$ cat config.mk
export PLATFORM = sky130hd
export DESIGN_NAME = jump_trace_buf
export DESIGN_NICKNAME = d
export VERILOG_FILES = /design/src/rtl/jump_trace_buf.sv
export SDC_FILE = /design/constraint.sdc
export NUM_CORES = 1
export LEC_CHECK = 0
export ABC_AREA = 1
export BUFFER_PORTS_ARGS = -buffer_cell sky130_fd_sc_hd__buf_4
export CORE_MARGIN = 2
export CORE_UTILIZATION = 30
export CTS_CLUSTER_SIZE = 8
export DETAILED_ROUTE_END_ITERATION = 8
export HOLD_SLACK_MARGIN = 0.06
export PLACE_DENSITY = 0.52
export SLEW_MARGIN = 0
export SYNTH_ARGS = -nofsm -noshare
export SYNTH_HDL_FRONTEND = slang
export SYNTH_SLANG_ARGS = --single-unit
$ cat constraint.sdc
create_clock -name clk -period 5.3 [get_ports clk]
set_input_delay 0.265 -clock clk [delete_from_list [all_inputs] [get_ports clk]]
set_output_delay 0.265 -clock clk [all_outputs]
set_load 0.1 [all_outputs]
$ cat src/rtl/jump_trace_buf.sv
module jump_trace_buf #(
  parameter int DEPTH = 16,
  parameter int AW    = 32
) (
  input  logic          clk,
  input  logic          rst_n,
  input  logic          disc_valid,
  input  logic [AW-1:0] disc_src,
  input  logic [AW-1:0] disc_dst,
  input  logic [1:0]    reg_addr,
  input  logic          reg_wr,
  input  logic [AW-1:0] reg_wdata,
  input  logic          reg_rd,
  output logic [AW-1:0] reg_rdata
);
  localparam int PW = (DEPTH > 1) ? $clog2(DEPTH) : 1;
  localparam int CW = $clog2(DEPTH + 1);
  localparam logic [1:0] A_CTRL = 2'd0;
  localparam logic [1:0] A_STAT = 2'd1;
  localparam logic [1:0] A_DATA = 2'd2;

  logic          pwr_q, en_q, half_q, ovf_q;
  logic [CW-1:0] cnt_q;
  logic [PW-1:0] wp_q;
  logic [AW-1:0] src_m [DEPTH];
  logic [AW-1:0] dst_m [DEPTH];

  wire rec     = pwr_q & en_q;
  wire cap     = rec & disc_valid;
  wire ctrl_wr = reg_wr && (reg_addr == A_CTRL);
  wire data_rd = reg_rd && (reg_addr == A_DATA);
  wire pop     = data_rd && pwr_q && !en_q && (cnt_q != '0);
  wire full    = (cnt_q == CW'(DEPTH));

  wire [PW-1:0] top_idx = (wp_q == '0) ? PW'(DEPTH - 1) : wp_q - 1'b1;
  wire [PW-1:0] wp_inc  = (wp_q == PW'(DEPTH - 1)) ? '0 : wp_q + 1'b1;

  always_ff @(posedge clk) begin
    if (cap) begin
      src_m[wp_q] <= disc_src;
      dst_m[wp_q] <= disc_dst;
    end
  end

  always_ff @(posedge clk) begin
    if (!rst_n) begin
      pwr_q  <= 1'b0;
      en_q   <= 1'b0;
      half_q <= 1'b0;
      ovf_q  <= 1'b0;
      cnt_q  <= '0;
      wp_q   <= '0;
    end else begin
      if (cap) begin
        wp_q <= wp_inc;
        if (full) ovf_q <= 1'b1;
        else      cnt_q <= cnt_q + 1'b1;
      end else if (pop) begin
        if (!half_q) begin
          half_q <= 1'b1;
        end else begin
          half_q <= 1'b0;
          cnt_q  <= cnt_q - 1'b1;
          wp_q   <= top_idx;
        end
      end
      if (ctrl_wr) begin
        pwr_q <= reg_wdata[0];
        en_q  <= reg_wdata[1];
        if (reg_wdata[1] && !en_q) half_q <= 1'b0;
        if (!reg_wdata[0]) begin
          cnt_q  <= '0;
          wp_q   <= '0;
          half_q <= 1'b0;
          ovf_q  <= 1'b0;
        end
      end
    end
  end

  always_comb begin
    reg_rdata = '0;
    if (reg_rd) begin
      case (reg_addr)
        A_CTRL: reg_rdata[1:0] = {en_q, pwr_q};
        A_STAT: begin
          reg_rdata[CW-1:0] = cnt_q;
          reg_rdata[8]      = ovf_q;
        end
        A_DATA: if (pop) reg_rdata = half_q ? src_m[top_idx] : dst_m[top_idx];
        default: reg_rdata = '0;
      endcase
    end
  end
endmodule

**Yosys cells after proc, flatten, opt, wreduce, memory -nomap -nowiden**

Memory sizes are Yosys's and may differ from the RTL's.
Cells that the tools add are included.
Widths: inputs -> output; s select.

- Output and inout bits: 32
- Memories kept: 2
- Flip-flop bits (word level): 13
- Logic and storage cells: 61
- Memory bits (writable): 1,024

Memory list:

| memory | depth | width | rd ports | clocked after memory_dff | wr ports | RTL line | RTL |
|---|---|---|---|---|---|---|---|
| dst_m | 16 | 32 | 1 | 0 | 1 | 26 | `logic [AW-1:0] dst_m [DEPTH];` |
| src_m | 16 | 32 | 1 | 0 | 1 | 25 | `logic [AW-1:0] src_m [DEPTH];` |

- Eq/ne operators: 4
- Bitwise gates (word level): 2
- Reduce and logical (&&, ||, !) cells: 10
- Multiplexer cells: 33
- Add/sub/neg operators: 4

Operators by type and width:

| operator | number |
|---|---|
| $mux 32 | 3 |
| $mux 5 | 6 |
| $mux 4 | 7 |
| $mux 23 | 1 |
| $mux 1 | 12 |
| $logic_and 1x1->1 | 6 |
| $pmux 2 s3 | 1 |
| $pmux 3 s2 | 1 |
| $add 5x1->5 const B | 1 |
| $eq 5x5->1 const B | 1 |
| $reduce_bool 5->1 | 1 |
| $sub 5x1->5 const B | 1 |
| $add 4x1->4 const B | 1 |
| $eq 4x4->1 const B | 1 |
| $logic_not 4->1 | 1 |
| $sub 4x1->4 const B | 1 |
| $mux 3 | 1 |
| $and 1x1->1 | 2 |
| $eq 2x1->1 const B | 1 |
| $eq 2x2->1 const B | 1 |
| $logic_not 2->1 | 1 |
| $pmux 1 s2 | 1 |
| $logic_not 1->1 | 1 |

**Longest topological paths before layout**

Gate-level depths: netlist (run 1).

- Word-level depth: 10
- Gate-level depth with buffers: 15
- Gate-level depth less buffers: 11

**Worst setup path before layout (run 1)**

OpenSTA, ideal clock, no wires.

- Kind: reg-to-reg
- From: register wp_q[0]
- To: memory dst_m[0][0] (enable)
- Path slack: 0.563 ns
- Stages on the path, launching flop included: 8
- Buffers on the path: 3
- Arrival time: 4.250 ns
- Clock period less this slack: 4.737 ns
- Path through: dfxtp_1 -> inv_2 -> buf_2 -> clkbuf_1 -> ha_1 -> nand2_4 -> clkbuf_1 -> nor2_1

RTL lines:

| item | RTL line | RTL |
|---|---|---|
| start, declared | 24 | `logic [PW-1:0] wp_q;` |
| start signal, assigned | 55 | `wp_q <= wp_inc;` |
| start signal, assigned | 64 | `wp_q <= top_idx;` |
| end, declared | 26 |  |

No word-level cell before the write port.

**Worst setup path after layout (run 1)**

- From: register wp_q[0]
- To: output reg_rdata[2]

- Longest elaborated chain between the ends: 7
- Elaborated cells on any way between the ends: 9

RTL lines:

| item | RTL line | RTL |
|---|---|---|
| $sub 4x1->4 or $logic_not 4->1 (tied branches) | 35 | `wire [PW-1:0] top_idx = (wp_q == '0) ? PW'(DEPTH - 1) : wp_q - 1'b1;` |
| $mux 4 (*) | 35 |  |
| $mem_v2 16x32 (on tied branches) | -- |  |
| $mux 32 (*) (2 in series) | 90 | `A_DATA: if (pop) reg_rdata = half_q ? src_m[top_idx] : dst_m[top_idx];` |
| $pmux 3 s2 (*) | 84 | `case (reg_addr)` |
| $mux 32 (*) | 83 | `if (reg_rd) begin` |
| end, declared | 14 | `output logic [AW-1:0] reg_rdata` |

Mark *: on every way between the ends. The rest lies on a longest branch, timed or not.

==> results of run 1 <==
-- cell usage after synthesis --
cell type     n
o21ai_0       6
o2111ai_1     1
o31ai_1       2
nor2_1       31
or2_1         1
dfxtp_1      13
nand2_1    1028
inv_1        29
a32oi_1       8
nor3_1        4
buf_6         1
buf_1        22
buf_4        22
a31oi_1       1
inv_4         1
nand2_4       2
ha_1         12
o21ai_1       2
clkbuf_1     70
a22oi_1       8
o211ai_1      1
buf_2       110
o22ai_1       2
xor2_1        5
edfxtp_1   1024
a21oi_1      45
nand4_1       2
nand3_2       2
mux2i_1       4
a211oi_1      2
nand3_1     960
inv_2         5
nor2_4        1
-- timing repair --
item,CTS,global route
endpoints found under the hold margin,1033,0
hold buffers,71,0
resized for setup,0,0
-- layer usage --
metal | vias to the layer above | global-route usage | wire length (um)
met5 | - | 0 | 79
met4 | 12 | 0.04626 | 2351
met3 | 186 | 0.02566 | 5738
met2 | 707 | 0.2657 | 56010
met1 | 13287 | 0.2244 | 53110
li1 | 12572 | - | -
-- through the flow --
| stage | cells | hold slack (ps) |
|---|---|---|
| 2_1_floorplan | 3427 | 363.9 |
| 5_1_grt | 5418 | 110.6 |
| 3_3_place_gp | 5166 | 458.0 |
| 6_report | 5419 | 114.8 |
| 3_5_place_dp | 5166 | 471.8 |
| 4_1_cts | 5416 | 80.16 |
-- area by class of cell --
type                            count  share of cell area
Timing Repair Buffer              241             0.04479
Clock inverter                     10            0.002508
Clock buffer                      169             0.07874
Multi-Input combinational cell   2130              0.1973
Inverter                           35            0.003116
Sequential cell                  1037              0.6279
Tap cell                         1794             0.04545
Antenna cell                        3           0.0001520
-- kinds of logic (layout without fill, tap and decap cells) --
kind of cell / count (synthesis) / count (layout)
compound gates: 78 / 78
xor+xnor: 5 / 5
fa+ha+maj: 12 / 12
buf+inv: 260 / 455
flops: 1037 / 1037
mux: 4 / 4
other cells: 0 / 3
simple gates: 2031 / 2031
-- critical path, stage by stage, from the launching register on --
cell,delay [ps]
dfxtp_4,360
inv_8,380
ha_4,240
nand2_4,390
nand3_4,250
buf_4,640
buf_4,620
nand3_1,200
nand3_1,300
nand2_1,90
inv_1,60
a21oi_1,80
buf_4,250
-- worst max-delay path by stage --
stage | to | slack [ps] | depth (start not counted)
4_1_cts | reg_rdata[2] | 320 | 12
2_1_floorplan | dst_m[0][0]$_DFFE_PP_ | 560 | 7
6_report | reg_rdata[2] | 370 | 12
5_1_grt | reg_rdata[2] | 130 | 12
3_3_place_gp | reg_rdata[19] | 1120 | 13
3_5_place_dp | reg_rdata[2] | 1120 | 12
-- power by group through the flow --
| stage | Sequential [mW] | Clock, mW | Combinational [mW] |
|---|---|---|---|
| after detailed placement | 9.18 | 0 | 0.229 |
| after global placement | 9.18 | 0 | 0.224 |
| after floorplan | 9.19 | 0 | 0.0607 |
| after CTS | 9.03 | 8.53 | 0.282 |
| final | 9.03 | 8.37 | 0.278 |
| after global routing | 9.02 | 8.87 | 0.308 |
-- state kept, by name, summed over array words and instances (netlist names) --
signal  count
en_q        1
dst_m     512
half_q      1
pwr_q       1
cnt_q       5
src_m     512
wp_q        4
ovf_q       1
==> results.md, run 1 <==
* Result of the run: finished, final reports clean
* Slew @ Worst Pin at 1130 ps
* Routed via count at 26,764
* Highest-count cells in the layout ignoring fill and taps: nand2_1 (1,028), edfxtp_1 (1,024), nand3_1 (960), clkbuf_16 (153), buf_4 (152)
* Reg-to-Reg End: src_m[9][18]$_DFFE_PP_
* Placed wire-length estimate after detailed placement at 57,960 um
* Place WS at 1122 ps
* Cell depth of the worst min-delay path at 3
* Fin crit period at 4928 ps
* Post-layout utilization of the core at 0.3583
* Fill cells at approximately 13,000
* Portion of netlist area occupied by mux cells at 0.0009583
* Mean cell area of the mapped netlist at 12.19 um^2
* Antenna violations before repair at 9
* Global route overflow at 0
* Crit Path Category: register to output pin
* Register bit count reported by yosys at ~1,000
* Sinks on the clock net at 1,037
* Proportion of total power due to net switching at 0.1959
* Final clock period utilization by the worst path at 0.9298
* Adder-cell share of the synthesized area at 0.003593
* Maximum level of the CTS H-tree at 4
* Setup violation total in the final timing report at 0
* Critical path fanouts, max at 92
* Detail-routed net length per standard cell at approximately 22 um
* Total Negative Setup Slacks at 0 ps
* Post-Synthesis Cell Area at ~42,000 um^2
* Yosys top cell area share at 0.7359
* Share of synthesized area occupied by flip-flops and latches at 0.7422
* Portion of total power attributed to combinational logic at 0.016
* Later-pin clock latency in the skew report at ~730 ps
* Post-CTS repair timing setup buffer count at 0
* Worst setup path startpoint: wp_q[0]$_SDFF_PN0_
* Buffers on Ports at around 100
* FF-to-FF setup slack at 1970 ps
* Synthesis-to-layout area growth at 18.21%
* Gp weighted congestion at 0.7410
* Total power consumption of the routed design at between 15 and 20 mW
* End point of the worst hold path: cnt_q[4]$_SDFF_PN0_
* Library cell with the largest summed area after synthesis: edfxtp_1
* Cell count after synthesis at 3,427
* Warning count from the yosys run at 0
* Number of buffers created by CTS at 147
* Worst r2r src: pwr_q$_SDFFE_PN0P_
* XOR/XNOR share of the synthesized area at 0.001048
* Internal power at between 10 and 15 mW
* Area of all sequential standard cells at 31,010 um^2
* Nature of the critical path endpoint: output pin
* Starting DRT DRC Count at 2,282
* Simple-gate share of the synthesized area at 0.2123
* Fin worst setup slack at 372.1 ps
* Number of global-route vias before repair at 25,872
* Unrepaired setup endpoints after global routing: no
* Buffer type at the clock tree root: clkbuf_16
* Maximum ir drop on the vdd rail at slightly below 300 uV
* Maxcap violations at 0
* Final WL at 117,300 um
* Net Count, Synth at 3,542
* Placeable Area at about 140,000 um^2
* Clk pwr share at 0.474
* Most common cell after layout, fill and taps aside: nand2_1
* Worst-path clk slew at 50 ps
* Leakage power at 17.05 nW
* Area of the die at 142,300 um^2
* Total iterations of the first detailed-routing run at 5
* Arr. time, crit path at 4660 ps
* Multi-input gate area in the final layout at 9746 um^2
* Num ports at roughly 140
* Dominant combinational cell family by area after synthesis: simple AND/OR/NAND/NOR gates
* Switching power at 3.463 mW
* Tightest slew margin relative to the limit at 0.2449
* Cell area after placement at 44,660 um^2
* Remaining number of nets flagged by the antenna check after routing at 0
* Setup crit start kind: register
* Layout cell share with drive strength beyond 1 at 0.1008
* TritonCTS clock tree: built
* Crit path required time at 5040 ps
* Final Hold Fails at 0
* Die Span X at 377.2 um
* Sequential power share at 0.511
* Total power divided by cell area at 357.9 nW/um^2
* Largest cells by area after synthesis: edfxtp_1 (74%), nand3_1 (11%), nand2_1 (9.2%), buf_2 (1.3%), clkbuf_1 (0.63%)
* Number of core rows at around 140
* Highest clock rate at 0.2029 GHz
* Final net count at 3,707
* Final slew viol count at 0
* Tightest Hold Check Type: input pin to register
* Post-route clock skew at 24.65 ps
* Count of cells along the worst register-to-register path at 5
* GRT Util Overall at 0.1629
* Maximum number of pins on one net before global-route repair at 199
* Wire length of the first global-routing pass at ~170,000 um
* Fraction of the mapped netlist area in compound gates at 0.01102
* Worst min-delay path startpoint: disc_valid
* Residual DRC count at 0
* Post-Layout Inst Area at 49,390 um^2
* Y dimension of the die at ~380 um
* Initial standard-cell utilization of the core at 0.3031
* Post-synthesis cell type count at 33
* Ratio of routed vias to standard cells at 4.939
* Largest buffer count on any clock path at 3
(Power assumes the default switching activity.)
==> run 2, diff against run 1 <==
clock period = 4.7 ns   (was 5.3 ns; I/O delays follow)
==> results.md, run 2 (synthesis gave the netlist of run 1 again) <==
* Ratio of routed vias to standard cells at 4.982 (was 4.939)
* Final clock period utilization by the worst path at 0.9540
* Cell area after placement at 44,720 um^2 (was 44,660 um^2)
* Crit path required time at 4470 ps (was 5040 ps)
* Maximum ir drop on the vdd rail at 340.9 uV (was 288.0 uV)
* Fin worst setup slack at 216.2 ps (was 372.1 ps)
* Placeable Area at 137,800 um^2 (unchanged)
* Die Span X at 377.2 um (unchanged)
* Largest registers: dst_m x512, src_m x512, cnt_q x5 (unchanged)
* Largest buffer count on any clock path at 3 (unchanged)
* Post-layout utilization of the core at 0.3584 (was 0.3583)
* Result of the run: finished, final reports clean (unchanged)
* Tightest Hold Check Type: input pin to register (unchanged)
* Maximum number of pins on one net before global-route repair at 216 (was 199)
* Most common cell after layout, fill and taps aside: nand2_1 (unchanged)
* Antenna violations before repair at 14 (was 9)
* TritonCTS clock tree: built (unchanged)
* Synthesis-to-layout area growth at 18.23% (was 18.21%)
* Total iterations of the first detailed-routing run at 5 (unchanged)
* Buffer type at the clock tree root: clkbuf_16 (unchanged)
* Global route overflow at 0 (unchanged)
* Layout cell share with drive strength beyond 1 at 0.1012 (was 0.1008)
* Worst-case hold slack at 327.6 ps (was 114.8 ps)
* Setup violation total in the final timing report at 0 (unchanged)
* Final WL at 117,600 um (was 117,300 um)
* Crit Path Category: register to output pin (unchanged)
* Number of core rows at 136 (unchanged)
* Place WS at 979.8 ps (was 1122 ps)
* Tightest slew margin relative to the limit at 0.2737 (was 0.2449)
* Setup crit start kind: register (unchanged)
* Unrepaired setup endpoints after global routing: no (unchanged)
* Final Hold Fails at 0 (unchanged)
* Number of global-route vias before repair at 25,681 (was 25,872)
* Routed via count at 26,972 (was 26,764)
* Wire length of the first global-routing pass at 171,700 um (was 172,800 um)
* Detail-routed net length per standard cell at 21.73 um (was 21.64 um)
* Final slew viol count at 0 (unchanged)
* Nature of the critical path endpoint: output pin (unchanged)
* Maxcap violations at 0 (unchanged)
* GRT Util Overall at 0.1634 (was 0.1629)
* Area of the die at 142,300 um^2 (unchanged)
* Post-route clock skew at 23.11 ps (was 24.65 ps)
* Highest-count cells in the layout ignoring fill and taps: nand2_1 (1,028), edfxtp_1 (1,024), nand3_1 (960), clkbuf_16 (150), buf_4 (149) (was nand2_1 (1,028), edfxtp_1 (1,024), nand3_1 (960), clkbuf_16 (153), buf_4 (152))
* Arr. time, crit path at 4250 ps (was 4660 ps)
* Fill cells at 13,343 (was 13,364)
* Total Negative Setup Slacks at 0 ps (unchanged)
* Residual DRC count at 0 (unchanged)
* Remaining number of nets flagged by the antenna check after routing at 0 (unchanged)
* Critical path fanouts, max at 215 (was 92)
* Placed wire-length estimate after detailed placement at 56,340 um (was 57,960 um)
* Final net count at 3,712 (was 3,707)
* Gp weighted congestion at 0.7445 (was 0.7410)
* Multi-input gate area in the final layout at 9746 um^2 (unchanged)
* Initial standard-cell utilization of the core at 0.3031 (unchanged)
* Later-pin clock latency in the skew report at 750 ps (was 730 ps)
* Fin crit period at 4484 ps
* Buffers on Ports at 104 (unchanged)
* Sinks on the clock net at 1,037 (unchanged)
* Leakage power at 17.06 nW (was 17.05 nW)
* Starting DRT DRC Count at 2,392 (was 2,282)
* Y dimension of the die at 377.2 um (unchanged)
* Highest clock rate at 0.2230 GHz
* Area of all sequential standard cells at 31,010 um^2 (unchanged)
* Slew @ Worst Pin at 1089 ps (was 1130 ps)
* Number of buffers created by CTS at 147 (unchanged)
* Post-Layout Inst Area at 49,400 um^2 (was 49,390 um^2)
* Total power divided by cell area at 400.4 nW/um^2 (was 357.9 nW/um^2)
* Maximum level of the CTS H-tree at 4 (unchanged)
* Num ports at 135 (unchanged)
* Worst-path clk slew at 60 ps (was 50 ps)
[run 2: what timing repair did]
item | CTS | global route
gates resized for setup | 0 | 2
setup buffers | 0 | 0
hold endpoints to repair | 1033 | 0
setup endpoints to repair | 0 | 7
hold buffers | 74 | 0
[run 2: path summary, 6_finish.rpt]
kind | startpoint | endpoint | slack (ps) | depth (start not counted)
worst min register to register | ovf_q$_SDFF_PN0_ | ovf_q$_SDFF_PN0_ | 480 | 2
worst max register to register | pwr_q$_SDFFE_PN0P_ | src_m[10][21]$_DFFE_PP_ | 1630 | 5
worst max-delay path | wp_q[0]$_SDFF_PN0_ | reg_rdata[11] | 220 | 10
worst min-delay path | disc_src[5] | src_m[5][5]$_DFFE_PP_ | 330 | 2
[run 2: area by class of cell]
cell class,instances,share of cell area
Clock inverter,12,0.002761
Timing Repair Buffer,246,0.04693
Antenna cell,3,0.0001520
Sequential cell,1037,0.6278
Inverter,35,0.003115
Clock buffer,157,0.07652
Multi-Input combinational cell,2130,0.1973
Tap cell,1794,0.04544
[run 2: critical path: stages, from the launching register on]
cell	delay, ps
dfxtp_4	370
buf_4	430
buf_16	640
buf_4	650
nand2_1	100
nand3_1	110
nand3_1	110
nand3_1	110
nand3_1	70
nand2_1	220
buf_4	340
[run 2: metrics by stage]
step	instances	total power [mW]
2_1_floorplan	3427	10.43
3_3_place_gp	5168	10.60
3_5_place_dp	5168	10.61
4_1_cts	5411	19.95
5_1_grt	5412	20.32
6_report	5414	19.78
[run 2: layer usage]
layer  track usage  vias to the layer above  part of all wire
met4       0.05713                       22             0.026
met5             0                        -            0.0011
li1              -                    12571                 -
met3       0.03628                      211             0.056
met2        0.2647                      745              0.48
met1        0.2157                    13423              0.44
[run 2: report_power, final]
group | internal (mW) | switching (mW) | leakage, nW
Combinational | 0.107 | 0.207 | 5.84
Sequential | 10.2 | 0.00163 | 9.31
Clock | 5.61 | 3.67 | 1.92
Total | 15.9 | 3.88 | 17.1
